`src/rtl/hdlc_rx_deframer.sv`:
```
module hdlc_rx_deframer #(
  parameter logic [15:0] CRC_GOOD  = 16'hF0B8,
  parameter logic [15:0] CRC_POLY  = 16'h8408,
  parameter int          MIN_BYTES = 4
) (
  input  logic       clk,
  input  logic       rst_n,
  input  logic       bit_en,
  input  logic       rx_bit,
  input  logic       rd_ack,
  output logic [7:0] byte_data,
  output logic       byte_valid,
  output logic       byte_eof,
  output logic       byte_err
);
  localparam int CW = $clog2(MIN_BYTES + 1);
  localparam logic [CW-1:0] CMAX = CW'(MIN_BYTES);

  logic [2:0]    ones_q;
  logic          in_frame_q;
  logic [6:0]    pipe_q;
  logic [2:0]    pipe_n_q;
  logic [7:0]    sh_q;
  logic [2:0]    bit_n_q;
  logic [CW-1:0] byte_n_q;
  logic [15:0]   crc_q;
  logic          ovr_q;

  // line pattern decode
  wire is_flag  = bit_en & ~rx_bit & (ones_q == 3'd6);
  wire is_stuff = bit_en & ~rx_bit & (ones_q == 3'd5);
  wire is_abort = bit_en &  rx_bit & (ones_q == 3'd6);
  wire push     = bit_en & in_frame_q & ~is_flag & ~is_stuff & ~is_abort;
  wire pop      = push & (pipe_n_q == 3'd7);
  wire pop_bit  = pipe_q[0];

  wire       byte_done = pop & (bit_n_q == 3'd7);
  wire [7:0] new_byte  = {pop_bit, sh_q[7:1]};

  wire has_data = (byte_n_q != '0) | (bit_n_q != 3'd0);
  wire end_ev   = is_flag  & in_frame_q & has_data;
  wire abort_ev = is_abort & in_frame_q & has_data;
  wire ev       = byte_done | end_ev | abort_ev;
  wire coll     = ev & byte_valid & ~rd_ack;

  wire crc_ok  = (crc_q == CRC_GOOD);
  wire len_ok  = (byte_n_q >= CMAX);
  wire algn_ok = (bit_n_q == 3'd0);
  wire frm_ok  = crc_ok & len_ok & algn_ok;

  wire [7:0] stat_data = abort_ev ? 8'hFF : (frm_ok ? 8'h00 : 8'h7E);
  wire       stat_err  = abort_ev | ~frm_ok | ovr_q | coll;

  wire        fb       = crc_q[0] ^ pop_bit;
  wire [15:0] crc_step = (crc_q >> 1) ^ (fb ? CRC_POLY : 16'h0000);

  always_ff @(posedge clk) begin
    if (!rst_n) begin
      ones_q <= 3'd0;
    end else if (bit_en) begin
      if (!rx_bit)               ones_q <= 3'd0;
      else if (ones_q != 3'd7)   ones_q <= ones_q + 3'd1;
    end
  end

  always_ff @(posedge clk) begin
    if (!rst_n) begin
      in_frame_q <= 1'b0;
      pipe_q     <= 7'd0;
      pipe_n_q   <= 3'd0;
      sh_q       <= 8'd0;
      bit_n_q    <= 3'd0;
      byte_n_q   <= '0;
      crc_q      <= 16'hFFFF;
      ovr_q      <= 1'b0;
    end else if (is_flag) begin
      in_frame_q <= 1'b1;
      pipe_n_q   <= 3'd0;
      bit_n_q    <= 3'd0;
      byte_n_q   <= '0;
      crc_q      <= 16'hFFFF;
      ovr_q      <= 1'b0;
    end else if (is_abort) begin
      in_frame_q <= 1'b0;
    end else if (push) begin
      pipe_q <= {rx_bit, pipe_q[6:1]};
      if (pipe_n_q != 3'd7) pipe_n_q <= pipe_n_q + 3'd1;
      if (pop) begin
        sh_q    <= new_byte;
        bit_n_q <= bit_n_q + 3'd1;
        crc_q   <= crc_step;
        if (byte_done && byte_n_q != CMAX) byte_n_q <= byte_n_q + 1'b1;
        if (coll) ovr_q <= 1'b1;
      end
    end
  end

  always_ff @(posedge clk) begin
    if (!rst_n) begin
      byte_data  <= 8'd0;
      byte_valid <= 1'b0;
      byte_eof   <= 1'b0;
      byte_err   <= 1'b0;
    end else if (ev) begin
      byte_data  <= byte_done ? new_byte : stat_data;
      byte_eof   <= ~byte_done;
      byte_err   <= byte_done ? (coll | ovr_q) : stat_err;
      byte_valid <= 1'b1;
    end else if (rd_ack) begin
      byte_valid <= 1'b0;
    end
  end

  a_r12_ack_clears: assert property (@(posedge clk) disable iff (!rst_n)
    (byte_valid && rd_ack && !ev) |=> !byte_valid);

  a_r10_overrun_flag: assert property (@(posedge clk) disable iff (!rst_n)
    coll |=> (byte_valid && byte_err));

  a_r5_good_is_zero: assert property (@(posedge clk) disable iff (!rst_n)
    (byte_valid && byte_eof && !byte_err) |-> (byte_data == 8'h00));

  a_r6_status_code: assert property (@(posedge clk) disable iff (!rst_n)
    (byte_valid && byte_eof) |-> (byte_data == 8'h00 || byte_data == 8'h7E || byte_data == 8'hFF));

  a_r7_abort_err: assert property (@(posedge clk) disable iff (!rst_n)
    abort_ev |=> (byte_eof && byte_err && byte_data == 8'hFF));

  a_r11_idle_flag: assert property (@(posedge clk) disable iff (!rst_n)
    (is_flag && !has_data && !rd_ack) |=> $stable(byte_valid));

  a_r3_stuff_dropped: assert property (@(posedge clk) disable iff (!rst_n)
    is_stuff |=> $stable(pipe_n_q));
endmodule

```
`config.mk`:
```
export PLATFORM = sky130hd
export DESIGN_NAME = hdlc_rx_deframer
export DESIGN_NICKNAME = d
export VERILOG_FILES = /design/src/rtl/hdlc_rx_deframer.sv
export SDC_FILE = /design/constraint.sdc
export NUM_CORES = 1
export LEC_CHECK = 0
export BUFFER_PORTS_ARGS = -buffer_cell sky130_fd_sc_hd__buf_4
export CAP_MARGIN = 20
export CORE_ASPECT_RATIO = 0.9
export CORE_MARGIN = 8
export CORE_UTILIZATION = 28
export CTS_CLUSTER_DIAMETER = 40
export DETAILED_ROUTE_END_ITERATION = 16
export PLACE_DENSITY = 0.48
export SKIP_LAST_GASP = 1
export SLEW_MARGIN = 15
export SYNTH_ARGS = -nofsm -noshare
export SYNTH_HDL_FRONTEND = slang
export SYNTH_SLANG_ARGS = --single-unit
```
`constraint.sdc`:
```
create_clock -name clk -period 2 [get_ports clk]
set_clock_uncertainty 0.1 [all_clocks]
set_input_delay 0.4 -clock clk [delete_from_list [all_inputs] [get_ports clk]]
set_output_delay 0.4 -clock clk [all_outputs]
set_load 0.05 [all_outputs]
```
==> impl_metrics.yaml <==
run_status:
  outcome: "finished clean"
clock_network:
  clock_sinks: 55
  cts_resized: 0
  clock_latency_ns: 0.32
  tritoncts: "yes"
  cts_setup_buffers: 0
  clock_path_buffers: 2
  path_clk_slew_ns: 0.11
  cts-buffers-inserted: 5
  cts_hold_buffers: 0
  cts_root_buf: "clkbuf_8"
  cts_htree_levels: 2
grt:
  grt_pass1_wl_um: 8721
  antenna_found_initial: 0
  grt_usage_pct: 8.914
  grt_overflow: 0
  grt_pass1_vias: 1802
  grt_max_degree: 32
sta:
  clock.fmax_mhz: 554.5
  setup-tns-final_ns: 0
  worst_slew_pin_slew_ns: 0.3916
  setup_ws_ns: 0.1965
  rsz0062_at_grt: "false"
  period_share_pct: 90.17
  hold_viol: 0
  setup_violations: 0
  drv_slew: 0
  whs_ns: 0.3018
  slew_headroom_pct: 73.83
  fin_crit_ns: 1.803
yosys:
  ys_seq_elements: 55
  yosys.area.top_type_share_pct: 45.81
  synth_top_cell_by_area: "dfxtp_1"
  syn_area_sq_um: 2404
  synth_cell_types: 39
  syn-num-nets: 289
  synth_area_leaders: "dfxtp_1 46%, nand2_1 10%, ha_1 5.7%"
  seq_area_frac_synth_pct: 45.81
  synth_area_per_cell_sq_um: 8.804
  synthCells: 273
  yosysWarningCount: 0
setup_path:
  slowest_stage: "dfxtp_1"
  path_buf_inv: 2
  worst_ep_arrival_time_ns: 1.92
  cp_top_family: "simple AND/OR/NAND/NOR gates"
  crit_chain: "inv_1, ha_1, nand2b_1, nor4_1, buf_4, nand4_4, a211oi_2, nor2_1"
  worstPathMaxFanout: 7
  rr_worst_depth: 8
  end_kind: "flip-flop"
  crit_type: "flip-flop to flip-flop"
  slowest_delay_ns: 0.33
  start_kind: "flip-flop"
  cp.depth: 8
  regToRegSetupSlack_ns: 0.20
  required_ns: 2.12
detailed_routing:
  vias: 1818
  drt_first_pass_iters: 4
  antenna_left: 0
  routed_wirelength_um: 4928
  wl_per_cell_um: 11.87
  drtIter0Drc: 96
  viasPerCell: 4.381
  drc: 0
place:
  globalplace.congestion: 0.7095
  place_ws_ns: 0.1908
  place_inst: 407
  portBuffers: 15
  dp_hpwl_um: 3427
die:
  rows: 32
  io_pins: 16
  core_area_sq_um: 8448
  fp.dieW_um: 113.7
  fp.dieArea_sq_um: 11810
  start_util_pct: 28.45
  die_h_um: 103.9
layout:
  layout.nets: 311
  areaGrowthSynthToFinish_pct: 18.12
  fin_cells: 415
  drive_above_1_share_pct: 15.54
  diodes: 0
hold_path:
  whs_path_depth: 3
  worstHoldPathType: "input port to flip-flop"
pwr:
  p_leak_uw: 0.001192
  cellPowerDensity_nw_per_um2: 671.9
  ir_drop_mv: 0.2629
  p_total_uw: 1907
run:
  maxCapViolCount: 0
[through the flow]
step | utilization [%] | instance area [sq um]
detailed placement | 32.23 | 2723
CTS | 33.59 | 2838
global placement | 32.23 | 2723
finish | 33.60 | 2839
floorplan | - | 2404
global route | 33.60 | 2839
[worst min-delay path: stages]
cell     delay, ns
buf_4         0.13
a21oi_1       0.07
nor2b_1       0.08
[layout by cell type (no fill, tap or decap), types with 3 or more instances in the layout]
cell,n
and2_1,7
ha_1,11
nor2b_1,10
o21ai_0,8
mux2i_1,7
buf_4,27
nand3_1,16
nand2b_1,3
clkbuf_8,5
inv_1,9
a21boi_1,10
dfxtp_1,55
a21oi_1,7
a21boi_0,5
nor2_1,8
o211ai_1,8
nand2_1,66
xnor2_1,5
[kinds of logic after synthesis]
group                      share of synthesized area, %
and+or+nand+nor                                   25.87
DFF                                               45.81
AOI/OAI and AO/OA                                 13.07
buffers and inverters                             4.425
adders and majority gates                         5.726
muxes                                             2.915
xor gates and xnor gates                          2.186
[where the power goes]
| part | leakage [uW] | internal, uW | total, uW | switching [uW] |
|---|---|---|---|---|
| logic | 0.000693 | 20.8 | 45.9 | 25.0 |
| registers | 0.000444 | 1100 | 1100 | 1.89 |
| clock network | 0.0000548 | 378 | 764 | 386 |
[synth_stat cells, drive strengths merged]
library cell and number:
buf 7, o211ai 8, nand4b 1, or2 1
nor4b 1, o21ai 8, xor2 1, a21oi 8
nand4 4, a211oi 1, o311a 1, and2b 1
a221oi 2, ha 11, o31ai 1, inv 9
nor2 10, dfxtp 55, clkbuf 7, nand3b 1
nand2b 3, xnor2 5, nor2b 10, and4 2
a21boi 15, mux2i 7, nand3 16, nor4 2
nand2 66, and2 7, nor3 1, o31a 1
[layout make-up]
cell class | count | area [sq um]
multi-input cells | 195 | 1197
inverters | 9 | 33.78
well taps | 119 | 148.9
fillers | 886 | 5609
clock inverters | 3 | 46.29
flip-flops and latches | 55 | 1101
repair buffers | 29 | 242.7
clock buffers | 5 | 68.82
[final timing paths]
path | from | to
min reg2reg | pipe_q[6] | pipe_q[6]
max reg2reg | bit_n_q[0] | byte_err
min | rx_bit | ones_q[2]
max | bit_n_q[0] | byte_err
[flip-flops by register name, summed over array words and instances (netlist names)]
register / flops
byte_eof: 1
crc_q: 16
in_frame_q: 1
ones_q: 3
byte_valid: 1
byte_n_q: 3
sh_q: 7
pipe_q: 7
ovr_q: 1
pipe_n_q: 3
bit_n_q: 3
byte_err: 1
byte_data: 8
[routing by layer]
layer | GRT usage [%] | part of all wire (%) | vias to the layer above
li1 | - | - | 964
met1 | 11.38 | 51 | 836
met2 | 14.40 | 45 | 13
met3 | 2.612 | 3.2 | 5
met4 | 1.996 | 0.77 | 0
met5 | 0 | 0 | -
No activity file was read; power rests on OpenSTA's default activity.
